<file path="src/rtl/smb_pkg.sv">
package smb_pkg;
  typedef enum logic [2:0] {
    ST_IDLE, ST_ADDR, ST_OFFS, ST_CNT, ST_WDATA, ST_RDATA, ST_SKIP
  } smb_st_e;
endpackage

</file>
<file path="src/rtl/smb_sync.sv">
module smb_sync (
  input  logic clk_i,
  input  logic rst_ni,
  input  logic scl_i,
  input  logic sda_i,
  output logic scl_o,
  output logic sda_o,
  output logic scl_rise_o,
  output logic scl_fall_o,
  output logic start_o,
  output logic stop_o
);
  logic [1:0] scl_ff, sda_ff;
  logic       scl_d, sda_d;

  always_ff @(posedge clk_i or negedge rst_ni) begin
    if (!rst_ni) begin
      scl_ff <= 2'b11;
      sda_ff <= 2'b11;
      scl_d  <= 1'b1;
      sda_d  <= 1'b1;
    end else begin
      scl_ff <= {scl_ff[0], scl_i};
      sda_ff <= {sda_ff[0], sda_i};
      scl_d  <= scl_ff[1];
      sda_d  <= sda_ff[1];
    end
  end

  assign scl_o      = scl_ff[1];
  assign sda_o      = sda_ff[1];
  assign scl_rise_o = scl_ff[1] & ~scl_d;
  assign scl_fall_o = ~scl_ff[1] & scl_d;
  assign start_o    = scl_ff[1] & scl_d & sda_d & ~sda_ff[1];
  assign stop_o     = scl_ff[1] & scl_d & ~sda_d & sda_ff[1];
endmodule

</file>
<file path="src/rtl/smb_target.sv">
module smb_target
  import smb_pkg::*;
#(
  parameter logic [6:0] ADDR     = 7'b1101110,
  parameter int         NUM_REGS = 4,
  parameter int         N_OUT    = 4
) (
  input  logic             clk_i,
  input  logic             rst_ni,
  input  logic             scl_rise_i,
  input  logic             scl_fall_i,
  input  logic             start_i,
  input  logic             stop_i,
  input  logic             sda_i,
  output logic             sda_oe_o,
  output logic [N_OUT-1:0] en_bits_o
);
  localparam int         IW     = $clog2(NUM_REGS);
  localparam logic [7:0] LAST   = 8'(NUM_REGS - 1);
  localparam logic [7:0] R0_RST = 8'((1 << N_OUT) - 1);

  smb_st_e    state_q;
  logic [3:0] bit_q;
  logic [7:0] sh_q, tx_q, base_q, idx_q, cnt_q, rem_q;
  logic       ack_ph_q, first_q;
  logic [7:0] regs_q [NUM_REGS];
  logic [7:0] rd_b, nxt_b;
  logic       rx_st;

  function automatic logic [7:0] step(input logic [7:0] i);
    return (i >= LAST) ? 8'd0 : i + 8'd1;
  endfunction

  always_comb begin
    rd_b  = (idx_q <= LAST) ? regs_q[idx_q[IW-1:0]] : 8'h00;
    nxt_b = first_q ? cnt_q : rd_b;
    rx_st = (state_q == ST_ADDR) || (state_q == ST_OFFS) ||
            (state_q == ST_CNT)  || (state_q == ST_WDATA);
  end

  always_ff @(posedge clk_i or negedge rst_ni) begin
    if (!rst_ni) begin
      state_q  <= ST_IDLE;
      bit_q    <= '0;
      sh_q     <= '0;
      tx_q     <= '0;
      base_q   <= '0;
      idx_q    <= '0;
      cnt_q    <= 8'(NUM_REGS);
      rem_q    <= '0;
      ack_ph_q <= 1'b0;
      first_q  <= 1'b0;
      sda_oe_o <= 1'b0;
      for (int i = 0; i < NUM_REGS; i++) regs_q[i] <= (i == 0) ? R0_RST : 8'h00;
    end else if (start_i) begin
      state_q  <= ST_ADDR;
      bit_q    <= '0;
      ack_ph_q <= 1'b0;
      sda_oe_o <= 1'b0;
    end else if (stop_i) begin
      state_q  <= ST_IDLE;
      ack_ph_q <= 1'b0;
      sda_oe_o <= 1'b0;
    end else if (state_q == ST_RDATA) begin
      if (scl_rise_i && bit_q != 4'd8) begin
        bit_q <= bit_q + 4'd1;
      end else if (scl_rise_i && !ack_ph_q) begin
        // master NACK ends the read
        if (sda_i) state_q <= ST_SKIP;
        else       ack_ph_q <= 1'b1;
      end
      if (scl_fall_i) begin
        if (ack_ph_q) begin
          ack_ph_q <= 1'b0;
          bit_q    <= '0;
          tx_q     <= nxt_b;
          sda_oe_o <= ~nxt_b[7];
          if (first_q) first_q <= 1'b0;
          else         idx_q   <= step(idx_q);
        end else if (bit_q == 4'd8) begin
          sda_oe_o <= 1'b0;
        end else if (bit_q != 4'd0) begin
          sda_oe_o <= ~tx_q[6];
          tx_q     <= {tx_q[6:0], 1'b0};
        end
      end
    end else if (rx_st) begin
      if (scl_rise_i && bit_q != 4'd8) begin
        sh_q  <= {sh_q[6:0], sda_i};
        bit_q <= bit_q + 4'd1;
      end
      if (scl_fall_i) begin
        if (ack_ph_q) begin
          ack_ph_q <= 1'b0;
          sda_oe_o <= 1'b0;
          bit_q    <= '0;
        end else if (bit_q == 4'd8) begin
          ack_ph_q <= 1'b1;
          sda_oe_o <= 1'b1;
          unique case (state_q)
            ST_ADDR: begin
              if (sh_q[7:1] != ADDR) begin
                ack_ph_q <= 1'b0;
                sda_oe_o <= 1'b0;
                state_q  <= ST_SKIP;
              end else if (sh_q[0]) begin
                state_q <= ST_RDATA;
                idx_q   <= base_q;
                first_q <= 1'b1;
              end else begin
                state_q <= ST_OFFS;
              end
            end
            ST_OFFS: begin
              base_q  <= sh_q;
              idx_q   <= sh_q;
              state_q <= ST_CNT;
            end
            ST_CNT: begin
              if (sh_q == 8'd0) begin
                ack_ph_q <= 1'b0;
                sda_oe_o <= 1'b0;
                state_q  <= ST_SKIP;
              end else begin
                cnt_q   <= sh_q;
                rem_q   <= sh_q;
                state_q <= ST_WDATA;
              end
            end
            default: begin
              if (rem_q == 8'd0) begin
                ack_ph_q <= 1'b0;
                sda_oe_o <= 1'b0;
                state_q  <= ST_SKIP;
              end else begin
                if (idx_q <= LAST) regs_q[idx_q[IW-1:0]] <= sh_q;
                idx_q <= step(idx_q);
                rem_q <= rem_q - 8'd1;
              end
            end
          endcase
        end
      end
    end
  end

  assign en_bits_o = regs_q[0][N_OUT-1:0];
endmodule

</file>
<file path="src/rtl/smb_out_gate.sv">
module smb_out_gate #(
  parameter int N_OUT = 4
) (
  input  logic [N_OUT-1:0] en_bits_i,
  input  logic             en_first_i,
  input  logic             en_last_i,
  input  logic             halt_i,
  input  logic             sleep_i,
  input  logic             pol_inv_i,
  output logic [N_OUT-1:0] out_en_o,
  output logic [N_OUT-1:0] out_hiz_o
);
  logic first_ok, last_ok, kill;

  assign first_ok = en_first_i ^ pol_inv_i;
  assign last_ok  = en_last_i ^ pol_inv_i;
  assign kill     = ~(halt_i ^ pol_inv_i) | ~(sleep_i ^ pol_inv_i);

  for (genvar k = 0; k < N_OUT; k++) begin : g_out
    logic pin_ok;
    if (k == 0)              assign pin_ok = first_ok;
    else if (k == N_OUT - 1) assign pin_ok = last_ok;
    else                     assign pin_ok = 1'b1;
    assign out_en_o[k]  = en_bits_i[k] & pin_ok & ~kill;
    assign out_hiz_o[k] = ~out_en_o[k];
  end
endmodule

</file>
<file path="src/rtl/smb_clk_ctrl.sv">
module smb_clk_ctrl #(
  parameter logic [6:0] ADDR     = 7'b1101110,
  parameter int         NUM_REGS = 4,
  parameter int         N_OUT    = 4
) (
  input  logic             clk_i,
  input  logic             rst_ni,
  input  logic             scl_i,
  input  logic             sda_i,
  output logic             sda_oe_o,
  input  logic             en_first_i,
  input  logic             en_last_i,
  input  logic             halt_i,
  input  logic             sleep_i,
  input  logic             pol_inv_i,
  output logic [N_OUT-1:0] out_en_o,
  output logic [N_OUT-1:0] out_hiz_o
);
  logic scl_s, sda_s, scl_rise, scl_fall, start_p, stop_p;
  logic [N_OUT-1:0] en_bits;

  smb_sync u_sync (
    .clk_i, .rst_ni, .scl_i, .sda_i,
    .scl_o(scl_s), .sda_o(sda_s), .scl_rise_o(scl_rise), .scl_fall_o(scl_fall),
    .start_o(start_p), .stop_o(stop_p)
  );

  smb_target #(.ADDR(ADDR), .NUM_REGS(NUM_REGS), .N_OUT(N_OUT)) u_target (
    .clk_i, .rst_ni, .scl_rise_i(scl_rise), .scl_fall_i(scl_fall),
    .start_i(start_p), .stop_i(stop_p), .sda_i(sda_s),
    .sda_oe_o, .en_bits_o(en_bits)
  );

  smb_out_gate #(.N_OUT(N_OUT)) u_gate (
    .en_bits_i(en_bits), .en_first_i, .en_last_i, .halt_i, .sleep_i, .pol_inv_i,
    .out_en_o, .out_hiz_o
  );
endmodule

</file>
<file path="config.mk">
export PLATFORM = sky130hd
export DESIGN_NAME = smb_clk_ctrl
export DESIGN_NICKNAME = d
export VERILOG_FILES = /design/src/rtl/smb_pkg.sv /design/src/rtl/smb_sync.sv /design/src/rtl/smb_target.sv /design/src/rtl/smb_out_gate.sv /design/src/rtl/smb_clk_ctrl.sv
export SDC_FILE = /design/constraint.sdc
export NUM_CORES = 1
export LEC_CHECK = 0
export BUFFER_PORTS_ARGS = -buffer_cell sky130_fd_sc_hd__buf_2
export CAP_MARGIN = 0
export CORE_MARGIN = 2
export CORE_UTILIZATION = 57
export CTS_CLUSTER_DIAMETER = 120
export DETAILED_ROUTE_END_ITERATION = 10
export PLACE_DENSITY_LB_ADDON = 0.2
export SLEW_MARGIN = 20
export SYNTH_ARGS = -nofsm -noshare
export SYNTH_HDL_FRONTEND = slang
export SYNTH_SLANG_ARGS = --single-unit
</file>
<file path="constraint.sdc">
create_clock -name clk_i -period 3.6 [get_ports clk_i]
set_input_delay 0.36 -clock clk_i [delete_from_list [all_inputs] [get_ports clk_i]]
set_output_delay 0.36 -clock clk_i [all_outputs]
set_load 0.05 [all_outputs]
</file>
==> results of run 1 <==
## registers in the layout, summed over array words and instances, names as in the netlist, 3 cells and up
signal	flops
u_target.regs_q	28
u_target.base_q	8
u_target.cnt_q	8
u_target.idx_q	8
u_target.rem_q	8
u_target.sh_q	8
u_target.tx_q	7
u_target.bit_q	4
u_target.en_bits_o	4
u_target.state_q	3
## path summary, 6_finish.rpt
kind | from | endpoint | depth (start not counted)
max | u_target.state_q[2] | u_target.regs_q[30] | 5
min | scl_i | u_sync.scl_ff[0] | 1
max reg2reg | u_target.state_q[2] | u_target.regs_q[30] | 5
min reg2reg | u_sync.sda_ff[0] | u_sync.sda_ff[1] | 0
max in group asynchronous | rst_ni | u_sync.sda_ff[1] | 3
min in group asynchronous | rst_ni | u_target.cnt_q[7] | 2
## per-stage QoR
stage                util  instances  hold slack (ns)
floorplan               -        460           0.0644
global placement    0.598        562            0.346
detailed placement  0.598        562            0.348
CTS                 0.622        579           0.0734
global route        0.622        579           0.0610
finish              0.622        579           0.0851
## worst max-delay path: cells and delay by family (launching register included)
family          cells  cell delay [ns]
simple gates        3             1.09
mux                 1             0.32
compound gates      1             0.17
flops               1             0.96
## repair_timing
item	4_1_cts	5_1_grt
hold buffers	1	0
endpoints found under the setup margin	0	0
hold endpoints to repair	31	0
## report_power, final
| group | switching, mW | internal (mW) | total, mW | leakage, nW |
|---|---|---|---|---|
| Combinational | 0.0689 | 0.0371 | 0.106 | 1.05 |
| Clock | 0.372 | 0.341 | 0.713 | 0.0997 |
| Sequential | 0.0397 | 1.08 | 1.12 | 1.29 |
| Total | 0.481 | 1.46 | 1.94 | 2.43 |
## placed cells by master (no fill, tap or decap), types with 10 or more instances in the layout
cell type / n
sky130_fd_sc_hd__a21oi_1: 24
sky130_fd_sc_hd__mux2_2: 57
sky130_fd_sc_hd__clkbuf_8: 10
sky130_fd_sc_hd__nor3_1: 11
sky130_fd_sc_hd__dfrtp_1: 84
sky130_fd_sc_hd__buf_2: 16
sky130_fd_sc_hd__o21ai_0: 30
sky130_fd_sc_hd__dfstp_2: 11
sky130_fd_sc_hd__a22oi_1: 10
sky130_fd_sc_hd__nand2_1: 39
sky130_fd_sc_hd__nor2_1: 42
sky130_fd_sc_hd__inv_1: 10
## cell families after synthesis
group	share of synthesized area
adder cells (fa/ha/maj)	0.0173
flip-flops	0.472
XOR/XNOR	0.00865
buffers and inverters	0.0378
AND/OR/NAND/NOR	0.157
AO/OA/AOI/OAI	0.121
multiplexers	0.187
## area by class of cell
type | instances | area (sq um) | share of cell area
Clock buffer | 11 | 141 | 0.0262
Inverter | 10 | 37.5 | 0.00696
Tap cell | 108 | 135 | 0.0251
Timing Repair Buffer | 25 | 150 | 0.0278
Sequential cell | 95 | 2390 | 0.443
Multi-Input combinational cell | 325 | 2480 | 0.460
Clock inverter | 5 | 56.3 | 0.0104
## routing by layer
layer  wire [um]  GRT usage
met3         524     0.0515
met2        5010      0.361
met5           0          0
met4         184     0.0780
met1        5220      0.359
==> parameters.txt, run 1 <==
Parameter                              Value

Global route
  Maximum number of pins on one net before global-route repair ... 39
  Wire length of the first global-routing pass ... 18.3 mm
  Number of antenna violations at the first check in global routing ... 0
  Global-route usage over all layers ... 0.243
  Remaining global-route overflow ... 0
  Vias in the first global route ... 3471

Critical path
  Worst setup slack for register-to-register paths ... 0.94 ns
  Startpoint type of the worst setup path ... flip-flop
  Top fanout value on the critical path ... 30
  Slowest-stage cell, CP ... sky130_fd_sc_hd__dfrtp_1
  Cell Chain, Critical Path ... and2_1, o22ai_1, nor4b_4, nand2_2, mux2_2
  Worst Path Class, Setup ... reg2reg
  Crit path largest cell delay ... 0.96 ns
  Crit path required time ... 3.85 ns
  Crit path DAT ... 2.91 ns
  Category of the worst setup path capture point ... flip-flop

Finish
  Final-stage net count ... 482
  Synthesis-to-finish area growth ... 6.50%
  Share of layout cells above drive strength 1 ... 0.301
  Fill count ... 727
  Ant diodes ... 0
  Post-route standard cell area excluding fillers ... 0.00539 sq mm

Flow run
  Max-cap violations ... 0

Timing
  Worst Max-Slew Pin Slew ... 0.926 ns
  Sum of negative setup slack ... 0 ns
  Max Transition Viols Final ... 0
  RSZ-0062 raised after global routing ... false
  Worst slew margin relative to its limit ... 0.383
  Part of the cycle the worst path needs ... 0.739
  Count of endpoints failing hold in the final timing report ... 0
  Max frequency ... 376 MHz
  Number of setup violations in the final report ... 0
  Final setup margin ... 0.941 ns
  Fin crit period ... 2.66 ns
  Clock skew ... 0.0130 ns

Detailed routing
  Wirelength, routed ... 10.9 mm
  DRC ... 0
  Detailed Routing Iterations Pass 1 ... 5
  Via count of the routed design ... 3574
  Via density ... 6.17
  Final antenna-violating net count ... 0
  Average routed wire per standard cell ... 18.9 um
  Number of design-rule violations left by the first detailed-router iteration ... 218

Yosys
  Main synth FF type ... sky130_fd_sc_hd__dfrtp_1
  Mapped Nets ... 476
  List of most frequent post-synthesis cells ... sky130_fd_sc_hd__dfrtp_1, sky130_fd_sc_hd__mux2_2, sky130_fd_sc_hd__nor2_1
  Count of yosys warnings during synthesis ... 0
  Dominant cells by area after synthesis ... sky130_fd_sc_hd__dfrtp_1, sky130_fd_sc_hd__mux2_2, sky130_fd_sc_hd__dfstp_2
  Number of different library cells in the post-synthesis netlist ... 69
  Cell area after synthesis ... 0.00506 sq mm
  Portion of the post-synthesis area used by sequential elements ... 0.472
  Most frequently used cell type in the post-synthesis netlist ... sky130_fd_sc_hd__dfrtp_1
  Per-instance average area after synthesis ... 11.0 sq um
  Post-synth EDFFs ... 0
  Cells after Synth ... 460
  #FFs+latches synth ... 95
  Top cell type's share of synthesized area ... 0.415
  Async set-reset flop share out of synthesis ... 1.00
  Cell type contributing the most total cell area after synthesis ... sky130_fd_sc_hd__dfrtp_1

Clock tree
  Clock latency of the later-clocked register in the worst-skew pair ... 0.36 ns
  CTS root buf ... sky130_fd_sc_hd__clkbuf_8
  Deepest level of the CTS H-tree ... 3
  Number of buffers created by CTS ... 9
  Max clock buf depth ... 2
  Number of setup buffers added after CTS ... 0
  Register clock-pin slew on the reported worst setup and hold paths ... 0.09 ns
  Clk sinks ... 95
  CTS tree ... built
  Number of gates given a new drive strength after cts ... 0

Placed design
  Post-DP Area ... 0.00519 sq mm
  RD Place Congestion ... 0.952
  Post-place setup slack ... 0.998 ns
  Port Buf Inserts ... 17
  Post-DP HPWL ... 7.70 mm

Power and ir drop
  Leakage power figure ... 2.43 nW
  Post-layout power ... 1.94 mW
  Maximum vdd drop ... 244 uV
  Power per Cell Area ... 360 mW/mm^2

Floorplanning
  Die ar. ... 0.00966 sq mm
  Top-level port count ... 18
  Row count ... 34
  Die Ht ... 98.3 um
  Die extent in x ... 98.3 um
  Core Area ... 0.00868 sq mm
  Initial Util ... 0.584

Min path
  Type of the most critical hold path ... in2reg

Run status
  Result of the run ... finished clean
Note: power is estimated with default switching activity, not from simulation.
==> inputs of run 2 (changes only) <==
- clock period: 3.6 -> 2.6 ns (I/O delays scaled with it)
==> run 2 against run 1 <==
Effect of this change: largest cell class unchanged; worst setup slack worse by 0.79 ns; critical path depth grew 2; non-clock buffer count up 13; clock skew up 0.0036 ns; global-route usage is 0.18 points lower; via count grew 0.84%; sequential cell count did not move; hold slack improved by 0.28 ns; clock power up 54%.
==> parameters.txt, run 2 (same netlist as run 1, synthesis figures left out) <==
Parameter                              Value

Critical path
  Crit path required time ... 2.86 ns
  Slowest-stage cell, CP ... sky130_fd_sc_hd__or4b_1
  Top fanout value on the critical path ... 8
  Worst Path Class, Setup ... reg2reg
  Crit path DAT ... 2.71 ns
  Startpoint type of the worst setup path ... flip-flop
  Count of buffering cells on the critical path with inverters included ... 1
  Crit path largest cell delay ... 0.58 ns
  Cell Chain, Critical Path ... inv_1, ha_1, or4b_1, o22ai_1, nor4b_4, nand2_2, mux2_2
  Category of the worst setup path capture point ... flip-flop
  Category of cells accounting for the largest share of critical-path delay ... simple AND/OR/NAND/NOR gates
  Worst setup slack for register-to-register paths ... 0.15 ns

Floorplanning
  Top-level port count ... 18
  Row count ... 34
  Die Ht ... 98.3 um
  Die ar. ... 0.00966 sq mm
  Initial Util ... 0.584
  Core Area ... 0.00868 sq mm
  Die extent in x ... 98.3 um

Power and ir drop
  Maximum vdd drop ... 382 uV
  Cell internal power dissipation ... 2.12 mW
  Fraction of power spent switching nets ... 0.248
  Net switching power figure ... 0.701 mW
  Clock network fraction of design power ... 0.391
  Sequential share of power ... 0.541
  Power share of the combinational group ... 0.068
  Power per Cell Area ... 510 mW/mm^2
  Leakage power figure ... 2.52 nW

Detailed routing
  DRC ... 0
  Via density ... 6.09
  Via count of the routed design ... 3604
  Number of design-rule violations left by the first detailed-router iteration ... 137
  Average routed wire per standard cell ... 18.7 um
  Wirelength, routed ... 11.1 mm
  Detailed Routing Iterations Pass 1 ... 5
  Final antenna-violating net count ... 0

Finish
  Synthesis-to-finish area growth ... 9.34%
  Ant diodes ... 0
  Most common cell after layout, fill and taps aside ... sky130_fd_sc_hd__dfrtp_1
  Highest-count cells in the layout ignoring fill and taps ... sky130_fd_sc_hd__dfrtp_1, sky130_fd_sc_hd__mux2_2, sky130_fd_sc_hd__nor2_1, sky130_fd_sc_hd__nand2_1, sky130_fd_sc_hd__o21ai_0
  Share of layout cells above drive strength 1 ... 0.318
  Register bank with the most flops ... u_target.regs_q
  Final-stage net count ... 495
  Number of flip-flops under the largest register name ... 28

Placed design
  Port Buf Inserts ... 17
  Post-place setup slack ... 0.185 ns
  RD Place Congestion ... 0.909
  Post-DP HPWL ... 8.00 mm

Run status
  Result of the run ... finished clean

Flow run
  Max-cap violations ... 0

Timing
  Worst Max-Slew Pin Slew ... 0.658 ns
  Clock skew ... 0.0166 ns
  RSZ-0062 raised after global routing ... false
  Count of endpoints failing hold in the final timing report ... 0
  Number of setup violations in the final report ... 0
  Max frequency ... 408 MHz
  Part of the cycle the worst path needs ... 0.944
  Sum of negative setup slack ... 0 ns
  Fin crit period ... 2.45 ns
  Worst slew margin relative to its limit ... 0.560
  Final setup margin ... 0.146 ns
  Max Transition Viols Final ... 0

Clock tree
  Max clock buf depth ... 2
  CTS tree ... built
  Number of gates given a new drive strength after cts ... 0
  Deepest level of the CTS H-tree ... 3
  Number of buffers created by CTS ... 9
  Clock latency of the later-clocked register in the worst-skew pair ... 0.37 ns
  CTS root buf ... sky130_fd_sc_hd__clkbuf_8
  Clk sinks ... 95
  Register clock-pin slew on the reported worst setup and hold paths ... 0.10 ns

Global route
  Remaining global-route overflow ... 0
  Vias in the first global route ... 3523
  Number of antenna violations at the first check in global routing ... 0
  Global-route usage over all layers ... 0.241
  Wire length of the first global-routing pass ... 18.3 mm
  Maximum number of pins on one net before global-route repair ... 41

Min path
  Type of the most critical hold path ... reg2reg
-- run 2: worst paths after layout --
check	cells past startpoint	end	from
min in group asynchronous	2	u_target.tx_q[4]	rst_ni
min reg2reg	0	u_sync.scl_ff[1]	u_sync.scl_ff[0]
max in group asynchronous	3	u_sync.scl_d	rst_ni
min	0	u_sync.scl_ff[1]	u_sync.scl_ff[0]
max reg2reg	7	u_target.regs_q[1]	u_target.rem_q[0]
max	7	u_target.regs_q[1]	u_target.rem_q[0]
-- run 2: area by class of cell --
cell class / count / area [sq um]
fill: 687 / 3140
clock inverter: 7 / 103
sequential: 95 / 2390
clock buffer: 9 / 124
tap: 108 / 135
multi-input combinational: 325 / 2480
timing repair buffer: 38 / 265
inverter: 10 / 37.5
-- run 2: timing repair --
| action | 4_1_cts | 5_1_grt |
|---|---|---|
| hold endpoints to repair | 36 | 0 |
| buffers inserted | 0 | 0 |
| hold buffers | 3 | 0 |
-- run 2: through the flow --
stage          cells  area [sq um]  power (mW)  utilization  hold WS, ns
6_report         592          5540        2.82        0.638        0.361
5_1_grt          592          5540        2.93        0.638        0.365
4_1_cts          592          5540        2.85        0.638        0.363
3_5_place_dp     573          5280        1.74        0.609        0.268
3_3_place_gp     573          5280        1.74        0.609        0.261
2_1_floorplan    460          5060        1.65            -      -0.0356
-- run 2: per-layer routing --
metal	GRT usage	vias to the layer above	part of all wire
met1	0.354	1799	0.47
met4	0.0759	0	0.014
met2	0.370	91	0.47
li1	-	1700	-
met3	0.0394	14	0.044
met5	0	-	0
-- run 2: worst register-to-register path, stage by stage, from the launching register on --
cell,delay (ns)
sky130_fd_sc_hd__dfrtp_1,0.42
sky130_fd_sc_hd__inv_1,0.08
sky130_fd_sc_hd__ha_1,0.20
sky130_fd_sc_hd__or4b_1,0.58
sky130_fd_sc_hd__o22ai_1,0.35
sky130_fd_sc_hd__nor4b_4,0.13
sky130_fd_sc_hd__nand2_2,0.21
sky130_fd_sc_hd__mux2_2,0.37
-- run 2: power groups by stage --
| stage | clock, mW | combinational [mW] | sequential, mW |
|---|---|---|---|
| floorplan | 0 | 0.110 | 1.54 |
| global placement | 0 | 0.185 | 1.56 |
| detailed placement | 0 | 0.189 | 1.56 |
| CTS | 1.13 | 0.193 | 1.53 |
| global route | 1.19 | 0.214 | 1.53 |
| finish | 1.10 | 0.193 | 1.53 |
==> inputs of run 3 (changes only) <==
- GPL_TIMING_DRIVEN: default -> 0
==> run 3 against run 2 <==
Effect of this change: cell count up 2.2%; register-to-register slack about the same; final area increased by 0.50%; power shrank 2.9%; fmax shrank 0.32%; sequential share of layout area shrank 0.21 points; critical path depth rose by 1; highest routed layer unchanged.
==> parameters.txt, run 3 (same netlist as run 1, synthesis figures left out) <==
Parameter                              Value

Critical path
  Worst R2R Start ... u_target.rem_q[0]
  Slowest-stage cell, CP ... sky130_fd_sc_hd__or4b_1
  Startpoint type of the worst setup path ... flip-flop
  Critical path endpoint ... u_target.idx_q[4]
  Category of cells accounting for the largest share of critical-path delay ... simple AND/OR/NAND/NOR gates
  Number of cells on the critical path ... 8
  Cell Chain, Critical Path ... inv_1, ha_1, or4b_1, clkbuf_2, nand2b_4, o311ai_4, a211oi_4, mux2_4
  Source of the critical timing path ... u_target.rem_q[0]
  Crit path largest cell delay ... 0.44 ns
  Crit path DAT ... 2.72 ns
  Count of buffering cells on the critical path with inverters included ... 2
  Top fanout value on the critical path ... 8
  Terminus of the critical flop-to-flop path ... u_target.idx_q[4]
  Worst Path Class, Setup ... reg2reg
  Worst setup slack for register-to-register paths ... 0.14 ns
  Crit path required time ... 2.85 ns
  Reg2reg path depth ... 8
  Category of the worst setup path capture point ... flip-flop

Detailed routing
  Detailed Routing Iterations Pass 1 ... 5
  Wirelength, routed ... 11.1 mm
  Routed length on met1 ... 5.12 mm
  Average routed wire per standard cell ... 18.4 um
  Via count of the routed design ... 3729
  DRC ... 0
  Highest Signal Layer ... met4
  Final antenna-violating net count ... 0
  Detail Route met2 WL ... 5.46 mm
  Number of design-rule violations left by the first detailed-router iteration ... 168
  Via density ... 6.16
  Met3 wire length ... 438 um

Clock tree
  Register clock-pin slew on the reported worst setup and hold paths ... 0.09 ns
  Clk sinks ... 95
  Deepest level of the CTS H-tree ... 3
  Number of setup buffers added after CTS ... 0
  CTS root buf ... sky130_fd_sc_hd__clkbuf_8
  CTS tree ... built
  Clock latency of the later-clocked register in the worst-skew pair ... 0.36 ns
  Max clock buf depth ... 2
  Number of buffers created by CTS ... 9

Global route
  Number of antenna violations at the first check in global routing ... 0
  Vias in the first global route ... 3674
  Maximum number of pins on one net before global-route repair ... 77
  Global-route usage over all layers ... 0.244
  Wire length of the first global-routing pass ... 18.7 mm
  Remaining global-route overflow ... 0

Placed design
  Post-place setup slack ... 0.0751 ns
  Post-DP HPWL ... 7.67 mm
  Port Buf Inserts ... 17
  RD Place Congestion ... 0.878
  Post-DP Area ... 0.00532 sq mm

Finish
  Register bank with the most flops ... u_target.regs_q
  Post-route standard cell area excluding fillers ... 0.00557 sq mm
  Number of flip-flops under the largest register name ... 28
  Synthesis-to-finish area growth ... 9.88%
  Share of layout cells above drive strength 1 ... 0.296
  Final-stage net count ... 508
  Ant diodes ... 0
  Fill count ... 720
  Post-route core utilization ... 0.641
  Most common cell after layout, fill and taps aside ... sky130_fd_sc_hd__dfrtp_1
  Highest-count cells in the layout ignoring fill and taps ... sky130_fd_sc_hd__dfrtp_1, sky130_fd_sc_hd__mux2_2, sky130_fd_sc_hd__nor2_1, sky130_fd_sc_hd__nand2_1, sky130_fd_sc_hd__o21ai_0

Timing
  Worst slew margin relative to its limit ... 0.526
  Fin crit period ... 2.46 ns
  Part of the cycle the worst path needs ... 0.947
  Clock skew ... 0.00837 ns
  Max Transition Viols Final ... 0
  Sum of negative setup slack ... 0 ns
  Count of endpoints failing hold in the final timing report ... 0
  Number of setup violations in the final report ... 0
  Worst Max-Slew Pin Slew ... 0.703 ns
  Final setup margin ... 0.138 ns
  Max frequency ... 406 MHz
  RSZ-0062 raised after global routing ... false

Floorplanning
  Die Ht ... 98.3 um
  Top-level port count ... 18
  Die extent in x ... 98.3 um
  Row count ... 34
  Initial Util ... 0.584
  Core Area ... 0.00868 sq mm
  Die ar. ... 0.00966 sq mm

Flow run
  Max-cap violations ... 0

Power and ir drop
  Leakage power figure ... 2.50 nW
  Power per Cell Area ... 493 mW/mm^2
  Maximum vdd drop ... 267 uV
  Post-layout power ... 2.74 mW

Run status
  Result of the run ... finished clean

Min path
  Type of the most critical hold path ... in2async
==> run 3: layout make-up <==
type / count / area (sq um) / area share
plain buffers: 30 / 154 / 0.0277
clock buffers: 11 / 141 / 0.0254
clock inverters: 5 / 63.8 / 0.0115
inverters: 10 / 37.5 / 0.00674
multi-input cells: 325 / 2490 / 0.448
flip-flops and latches: 95 / 2390 / 0.430
well taps: 108 / 135 / 0.0243
repair buffers: 21 / 149 / 0.0268
==> run 3: power by group <==
part	internal, mW	switching [mW]	total (mW)	leakage (nW)
clock	0.484	0.544	1.03	0.106
sequential	1.50	0.0206	1.52	1.29
combinational	0.0624	0.132	0.194	1.11
==> run 3: worst min-delay path by stage <==
| stage | endpoint | slack, ns | cells past startpoint |
|---|---|---|---|
| after global routing | u_target.bit_q[2] | 0.30 | 2 |
| after floorplan | u_target.ack_ph_q | -0.04 | 0 |
| final | u_target.bit_q[2] | 0.29 | 2 |
| after global placement | u_sync.sda_ff[1] | 0.35 | 0 |
| after CTS | u_target.state_q[1] | 0.29 | 2 |
| after detailed placement | u_target.bit_q[2] | 0.12 | 1 |
==> run 3: through the flow <==
stage | hold WS (ns) | cells
final | 0.291 | 605
after global routing | 0.304 | 605
after CTS | 0.291 | 605
after detailed placement | 0.117 | 586
after global placement | 0.350 | 585
after floorplan | -0.0356 | 460
==> run 3: worst register-to-register path, delay by kind of cell, from the launching register on <==
family,cells,cell delay (ns)
flops,1,0.42
mux,1,0.34
compound gates,2,0.49
fa+ha+maj,1,0.20
buf+inv,2,0.26
simple gates,2,0.64
==> run 3: timing repair <==
item | in CTS | in global routing
hold buffers | 3 | 0
endpoints found under the setup margin | 0 | 33
gates resized for setup | 0 | 2
endpoints found under the hold margin | 21 | 0
==> run 3: routing by layer <==
metal,global-route usage,vias up
li1,-,1724
met1,0.344,1909
met2,0.401,85
met3,0.0472,11
met4,0.0432,0
met5,0,-
